--- config.mk ---
export PLATFORM = sky130hd
export DESIGN_NAME = twophase_pwm_core
export DESIGN_NICKNAME = d
export VERILOG_FILES = /design/src/rtl/tpc_pkg.sv /design/src/rtl/tpc_tick_gen.sv /design/src/rtl/tpc_phase_seq.sv /design/src/rtl/tpc_limit_sel.sv /design/src/rtl/twophase_pwm_core.sv
export SDC_FILE = /design/constraint.sdc
export NUM_CORES = 1
export LEC_CHECK = 0
export ABC_AREA = 0
export CAP_MARGIN = 10
export CORE_UTILIZATION = 30
export CTS_CLUSTER_DIAMETER = 150
export DETAILED_ROUTE_END_ITERATION = 8
export GPL_ROUTABILITY_DRIVEN = 0
export HOLD_SLACK_MARGIN = 0.08
export PLACE_DENSITY = 0.47
export SKIP_CTS_REPAIR_TIMING = 1
export SLEW_MARGIN = 5
export SYNTH_ARGS = -nofsm -noshare
export SYNTH_HDL_FRONTEND = slang
export SYNTH_SLANG_ARGS = --single-unit
--- constraint.sdc ---
create_clock -name clk -period 3.1 [get_ports clk]
set_clock_uncertainty 0.05 [all_clocks]
set_input_delay 0.93 -clock clk [delete_from_list [all_inputs] [get_ports clk]]
set_output_delay 0.93 -clock clk [all_outputs]
set_load 0.05 [all_outputs]
--- src/rtl/tpc_pkg.sv ---
package tpc_pkg;

  typedef enum logic {
    PH_ONE = 1'b0,
    PH_TWO = 1'b1
  } phase_e;

  // Oscillator cycle length in clocks for a given short-flag state.
  function automatic int unsigned cycle_len(input int unsigned base,
                                            input int unsigned slow,
                                            input logic        stretched);
    return stretched ? base * slow : base;
  endfunction

  function automatic phase_e other_phase(input phase_e p);
    return (p == PH_ONE) ? PH_TWO : PH_ONE;
  endfunction

endpackage

--- src/rtl/tpc_tick_gen.sv ---
module tpc_tick_gen #(
  parameter int unsigned BASE_PERIOD = 8,
  parameter int unsigned SLOW_MULT   = 5
) (
  input  logic clk,
  input  logic rst_n,
  input  logic short_i,
  output logic tick_o
);
  import tpc_pkg::*;

  localparam int unsigned MAX_LEN = BASE_PERIOD * SLOW_MULT;
  localparam int unsigned CW      = $clog2(MAX_LEN + 1);
  localparam logic [CW-1:0] LEN_NORM = CW'(cycle_len(BASE_PERIOD, SLOW_MULT, 1'b0));
  localparam logic [CW-1:0] LEN_SLOW = CW'(cycle_len(BASE_PERIOD, SLOW_MULT, 1'b1));

  logic [CW-1:0] cnt_q;
  logic [CW-1:0] len_q;
  logic          last_clk;

  assign last_clk = (cnt_q == len_q - 1'b1);
  assign tick_o   = last_clk;

  always_ff @(posedge clk) begin
    if (!rst_n) begin
      cnt_q <= '0;
      len_q <= LEN_NORM;
    end else if (last_clk) begin
      cnt_q <= '0;
      len_q <= short_i ? LEN_SLOW : LEN_NORM;
    end else begin
      cnt_q <= cnt_q + 1'b1;
    end
  end

  // cycle length only changes at a boundary
  a_r9_len_held: assert property (@(posedge clk) disable iff (!rst_n)
    !tick_o |=> $stable(len_q));

  // length is one of the two legal values
  a_r9_len_legal: assert property (@(posedge clk) disable iff (!rst_n)
    (len_q == LEN_NORM) || (len_q == LEN_SLOW));

  // counter never runs past the cycle length
  a_r2_cnt_range: assert property (@(posedge clk) disable iff (!rst_n)
    cnt_q < len_q);

  initial begin
    assert (BASE_PERIOD >= 4) else $error("BASE_PERIOD below 4");
  end

endmodule

--- src/rtl/tpc_phase_seq.sv ---
module tpc_phase_seq (
  input  logic clk,
  input  logic rst_n,
  input  logic start_i,
  input  logic trip_i,
  input  logic crowbar_i,
  output logic pwm1_o,
  output logic pwm2_o
);
  import tpc_pkg::*;

  phase_e sel_q;
  logic   p1_q, p2_q;
  logic   p1_d, p2_d;

  always_comb begin
    if (crowbar_i) begin
      p1_d = 1'b0;
      p2_d = 1'b0;
    end else if (start_i) begin
      p1_d = (sel_q == PH_ONE);
      p2_d = (sel_q == PH_TWO);
    end else begin
      p1_d = p1_q & ~trip_i;
      p2_d = p2_q & ~trip_i;
    end
  end

  always_ff @(posedge clk) begin
    if (!rst_n) begin
      sel_q <= PH_ONE;
      p1_q  <= 1'b0;
      p2_q  <= 1'b0;
    end else begin
      if (start_i) sel_q <= other_phase(sel_q);
      p1_q <= p1_d;
      p2_q <= p2_d;
    end
  end

  assign pwm1_o = p1_q;
  assign pwm2_o = p2_q;

  // phases mutually exclusive
  a_r6_exclusive: assert property (@(posedge clk) disable iff (!rst_n)
    !(pwm1_o && pwm2_o));

  // a trip away from a start clears both outputs
  a_r4_trip_ends: assert property (@(posedge clk) disable iff (!rst_n)
    (trip_i && !start_i) |=> !(pwm1_o || pwm2_o));

  // crowbar forces both low
  a_r8_crowbar: assert property (@(posedge clk) disable iff (!rst_n)
    crowbar_i |=> !(pwm1_o || pwm2_o));

  // an output only rises at a cycle start
  a_r3_rise_at_start1: assert property (@(posedge clk) disable iff (!rst_n)
    $rose(pwm1_o) |-> $past(start_i));
  a_r3_rise_at_start2: assert property (@(posedge clk) disable iff (!rst_n)
    $rose(pwm2_o) |-> $past(start_i));

  // start without crowbar always yields exactly one high output
  a_r5_start_pulse: assert property (@(posedge clk) disable iff (!rst_n)
    (start_i && !crowbar_i) |=> $onehot0({pwm1_o, pwm2_o}) && (pwm1_o || pwm2_o));

endmodule

--- src/rtl/tpc_limit_sel.sv ---
module tpc_limit_sel (
  input  logic clk,
  input  logic rst_n,
  input  logic fb_low_i,
  output logic fold_sel_o
);
  logic sel_q;

  always_ff @(posedge clk) begin
    if (!rst_n) sel_q <= 1'b0;
    else        sel_q <= fb_low_i;
  end

  assign fold_sel_o = sel_q;

  // select follows the feedback-low flag one clock later
  a_r10_fold_follow: assert property (@(posedge clk) disable iff (!rst_n)
    fb_low_i |=> fold_sel_o);
  a_r10_fold_release: assert property (@(posedge clk) disable iff (!rst_n)
    !fb_low_i |=> !fold_sel_o);

endmodule

--- src/rtl/twophase_pwm_core.sv ---
module twophase_pwm_core #(
  parameter int unsigned BASE_PERIOD = 8,
  parameter int unsigned SLOW_MULT   = 5
) (
  input  logic clk,
  input  logic rst_n,
  input  logic trip_i,
  input  logic crowbar_i,
  input  logic fb_low_i,
  input  logic short_i,
  output logic pwm1_o,
  output logic pwm2_o,
  output logic fold_sel_o
);

  logic cycle_start;

  tpc_tick_gen #(
    .BASE_PERIOD(BASE_PERIOD),
    .SLOW_MULT  (SLOW_MULT)
  ) u_tick (
    .clk    (clk),
    .rst_n  (rst_n),
    .short_i(short_i),
    .tick_o (cycle_start)
  );

  tpc_phase_seq u_seq (
    .clk      (clk),
    .rst_n    (rst_n),
    .start_i  (cycle_start),
    .trip_i   (trip_i),
    .crowbar_i(crowbar_i),
    .pwm1_o   (pwm1_o),
    .pwm2_o   (pwm2_o)
  );

  tpc_limit_sel u_lim (
    .clk       (clk),
    .rst_n     (rst_n),
    .fb_low_i  (fb_low_i),
    .fold_sel_o(fold_sel_o)
  );

  // no output stays high across a cycle start
  a_r7_no_carry1: assert property (@(posedge clk) disable iff (!rst_n)
    (cycle_start && pwm1_o) |=> !pwm1_o);
  a_r7_no_carry2: assert property (@(posedge clk) disable iff (!rst_n)
    (cycle_start && pwm2_o) |=> !pwm2_o);

endmodule

== After elaboration in Yosys (flattened, before gate mapping) ==
Cells that the tools add are included.

* Memories kept: 0
* Memory bits (read-only): 0
* Bits in registers: 16
* Bits in writable memories: 0
* Latch bits: 0

* Shift-type cells: 0
* Eq/ne operators: 1
* Divide/modulo/power cells: 0
* Order comparisons: 0
* Add/sub/neg operators: 2
* Reductions and logical operators: 2
* Multiplexer cells: 4
* $mul: 0
* Bitwise operators: 5

{| class="wikitable"
|+ Operators with widths
! cell !! number
|-
| $add 6x1->6 const B || 1
|-
| $eq 6x6->1 || 1
|-
| $mux 6 || 1
|-
| $sub 6x1->6 const B || 1
|-
| $reduce_or 2->1 || 2
|-
| $mux 1 || 3
|-
| $not 1->1 || 3
|-
| $and 1x1->1 || 2
|}

== Depth between registers and ports, before layout ==
Gate-level depths: netlist of run 1.

* Word-level depth: 3
* Mapped depth: 4
* Gate-level depth less buffers: 4

== Cells and area by module ==
Synthesis of run 1 repeated with hierarchy kept, for this count alone.

* Cell total of the unflattened synthesis: 44
* Area total of the unflattened synthesis: 440.4 um^2

{| class="wikitable"
|+ By module, submodules not included
! module !! cells an instance !! times used !! area each (um^2) !! sequential area each (um^2)
|-
| tpc_tick_gen || 30 || 1 || 295.3 || 140.1
|-
| tpc_phase_seq || 12 || 1 || 118.9 || 60.1
|-
| tpc_limit_sel || 2 || 1 || 26.3 || 20.0
|}

== Worst setup path after synthesis of run 1 ==
Ideal clock, no wire load.

* Path type: input to register
* From: in crowbar_i
* To: reg u_seq.p2_q (netlist: u_seq.pwm2_o)
* Cell stages on the path: 3
* Required time: 2949 ps
* Data arrival time: 1516 ps
* Setup time: 101 ps
* Setup slack: 1433 ps
* Cell sequence: nand2b_1 or4_1 o41ai_1

* Cells in the longest elaborated chain, start to end: 1

{| class="wikitable"
|+ Ends and longest elaborated chain
! element !! RTL line !! text
|-
| from (decl) || twophase_pwm_core.sv:8 || <nowiki>input logic crowbar_i,</nowiki>
|-
| $reduce_or 2->1 (no line) || n/a ||
|-
| to (signal assigned) || tpc_phase_seq.sv:37 || <nowiki>p2_q <= p2_d;</nowiki>
|-
| to (decl) || tpc_phase_seq.sv:13 || <nowiki>logic p1_q, p2_q;</nowiki>
|}

Every way passes these cells.
A chain may end at the register's enable or synchronous reset.

== Worst setup path after layout of run 1 ==
* From: reg u_seq.p2_q (netlist: u_seq.pwm2_o)
* To: out pwm2_o

{| class="wikitable"
|+ RTL lines
! element !! RTL line !! text
|-
| to (decl) || twophase_pwm_core.sv:12 || <nowiki>output logic pwm2_o,</nowiki>
|}

No word-level cell between the ends.

==> results of run 1 <==
## layout by cell type, fill, tap and decap left out, types with 2 or more instances in the layout
master            n
xor2_1            3
nand2_1           3
or3_1             2
o21ai_0           4
dfxtp_1          11
inv_1             4
nand3_1           2
nor2_1            6
clkdlybuf4s50_1   8
clkbuf_4          3
a21oi_1           3
## cell usage after synthesis, types with 2 or more instances
| master | n |
|---|---|
| dfxtp_1 | 11 |
| nor2_1 | 6 |
| inv_1 | 4 |
| o21ai_0 | 4 |
| a21oi_1 | 3 |
| nand2_1 | 3 |
| xor2_1 | 3 |
| nand3_1 | 2 |
| or3_1 | 2 |
## routing by layer
layer / vias to the layer above / wire length, microns / GRT usage
met5: - / 0 / 0
met4: 0 / 10 / 0.0500
met3: 2 / 56 / 0.0833
met2: 10 / 439 / 0.258
met1: 172 / 346 / 0.100
li1: 183 / - / -
## area by class of cell
type	count	area, sq um	area share
tap	15	18.8	0.0328
multi-input combinational	32	211	0.370
inverter	4	15.0	0.0263
timing repair buffer	8	80.1	0.140
clock buffer	4	26.3	0.0460
sequential	11	220	0.385
## kinds of logic after synthesis
| family | after synthesis |
|---|---|
| flops | 11 |
| buf+inv | 4 |
| simple gates | 18 |
| fa+ha+maj | 1 |
| mux | 1 |
| compound gates | 8 |
| xor+xnor | 4 |
## state kept, by name, summed over array words and instances (netlist names)
register and flops:
u_lim.fold_sel_o 1, u_seq.pwm1_o 1, u_seq.pwm2_o 1, u_seq.sel_q 1, u_tick.cnt_q 6, u_tick.len_q 1
## final timing paths
| path | depth (start not counted) | slack [ns] | start | end |
|---|---|---|---|---|
| worst max-delay path | 1 | 0.73 | u_seq.pwm2_o$_SDFF_PP0_ | pwm2_o |
| worst min register to register | 1 | 0.40 | u_tick.cnt_q[0]$_SDFF_PP0_ | u_tick.cnt_q[0]$_SDFF_PP0_ |
| worst min-delay path | 1 | 0.40 | u_tick.cnt_q[0]$_SDFF_PP0_ | u_tick.cnt_q[0]$_SDFF_PP0_ |
| worst max register to register | 4 | 1.60 | u_tick.cnt_q[0]$_SDFF_PP0_ | u_seq.pwm2_o$_SDFF_PP0_ |
## where the power goes
group          switching, uW  leakage, uW  internal [uW]
logic                   10.5     0.000103           11.2
registers               3.34    0.0000895            146
clock network           45.4    0.0000150           49.7
## metrics by stage
step	hold slack [ns]	power, uW
global route	0.419	280
global placement	0.381	173
detailed placement	0.389	174
finish	0.402	266
floorplan	0.368	163
CTS	0.404	271
==> impl_results.md, run 1 <==
- Vias in the first global route: 354
- TNS Setup: 0 ns
- Synth cell types: 18
- Port bufs: 8
- Antenna violations before repair: 0
- DIE WIDTH: 40.6 microns
- Pre-CTS setup slack: 0.851 ns
- # placed instances: 70
- Max-slew violations: 0
- Setup ws final: about 0.73 ns
- RSZ-0062 raised after global routing: no
- Util after Layout: 0.424
- Synth-to-Final Area Change: 28.0%
- Pin count of the biggest net entering global routing: 7
- Mapped Cells: 47
- Combinational family with the most area after synthesis: simple AND/OR/NAND/NOR gates
- Latest clock arrival within the worst-skew pair: between 0.2 and 0.3 ns
- Synthesized area: 447 sq um
- Global-route wire length before repair: approximately 1300 microns
- Routed Antenna Nets: 0
- CTS buffer count: 3
- Synth Area in Simple Gates: 0.246
- Avg Vias per Cell: 4.96
- Sequential share of the synthesized area: 0.493
- Critical path class: register to primary output
- Worst Path Arrival: 1.39 ns
- Seq cells post-synth: 11
- Starting density of the core: 0.331
- PwrDens: ~460 nW/um^2
- Area share of the leading cell type in the synthesized netlist: 0.493
- Final instance area: 572 sq um
- Critical-path cell list: clkdlybuf4s50_1
- Slew @ Worst Pin: slightly below 0.5 ns
- CP delay by family, top: buffers and inverters
- Setup-failing EPs final: 0
- Max-cap violations: 0
- Routed len/inst: roughly 12 microns
- Mux cell area share after synthesis: 0.0224
- Yosys Warn Count: 0
- Status: finished, final reports clean
- EDFF count, synth: 0
- Worst Path Required: 2.12 ns
- Fin cells: 74
- Synth Area in XOR/XNOR: 0.0784
- Post-Syn Nets: 54
- Clock root buffer: clkbuf_4
- I/O Pins: 9
- Biggest area consumer among synthesized cells: dfxtp_1
- Max FO, Critical Path: 2
- Fmax: about 420 MHz
- Synth Area in Adders: 0.0280
- Largest vdd supply drop: between 200 and 300 uV
- Top FF cell, synth: dfxtp_1
- Top post-synthesis cells by area: dfxtp_1 (49%), nand4bb_4 (6.2%), xor2_1 (5.9%)
- Final net count: 67
- Period minus WS final: 2.37 ns
- Buf+Inv Stages, Crit Path: 1
- Total GRT Usage: 0.133
- Crit path launch type: register
- Die area: 1650 sq um
- Post-synth ARST share: 0
- DRC violations left: 0
- Synth Area in Compound Gates: 0.0980
- Final Hold Fails: 0
- DP HPWL: approximately 660 microns
- Clock-pin slew on the worst setup and hold paths: about 0.07 ns
- DRT Pass-1 Iters: 4
- Clock buffer depth: 2
- CP Capture Type: primary output
- Htree depth: 1
- Syn_area_per_cell: 9.50 sq um
- Pleak: approximately 0.00021 uW
- Max transition margin: 0.672
- Core Region: ~1400 sq um
- Ant diodes: 0
- Placed cell areas: between 500 and 600 sq um
- Die Y: 40.6 microns
- Largest stage delay on the critical path: just under 0.8 ns
- # rows: 13
- DR vias: around 370
- GR Overflow Total: 0
- CP max stage cell: clkdlybuf4s50_1
- # fillers: 143
- DRT iter0 DRCs: 8
- Clock Sinks: 11
- CTS tree: built
- Worst hold-check path type: register to register
- Proportion of layout cells with a drive suffix above 1: 0.0678
- Final Cycle Share: 0.763
- Total Wirelength: 853 microns
Power figures use the tool's default switching activity.
==> inputs of run 2 (changes only) <==
clock period = 2.2 ns   (was 3.1 ns; I/O delays follow)
==> results of run 2 <==
Same layout as run 1 (identical final DEF). Status: finished, final reports clean.
Among the figures that moved: setup slack after placement 0.851 ns -> 0.221 ns; setup slack after layout 0.734 ns -> 0.104 ns; register-to-register setup slack 1.60 ns -> 0.70 ns; total power 266 uW -> 374 uW; worst IR drop on VDD 255 uV -> 359 uV
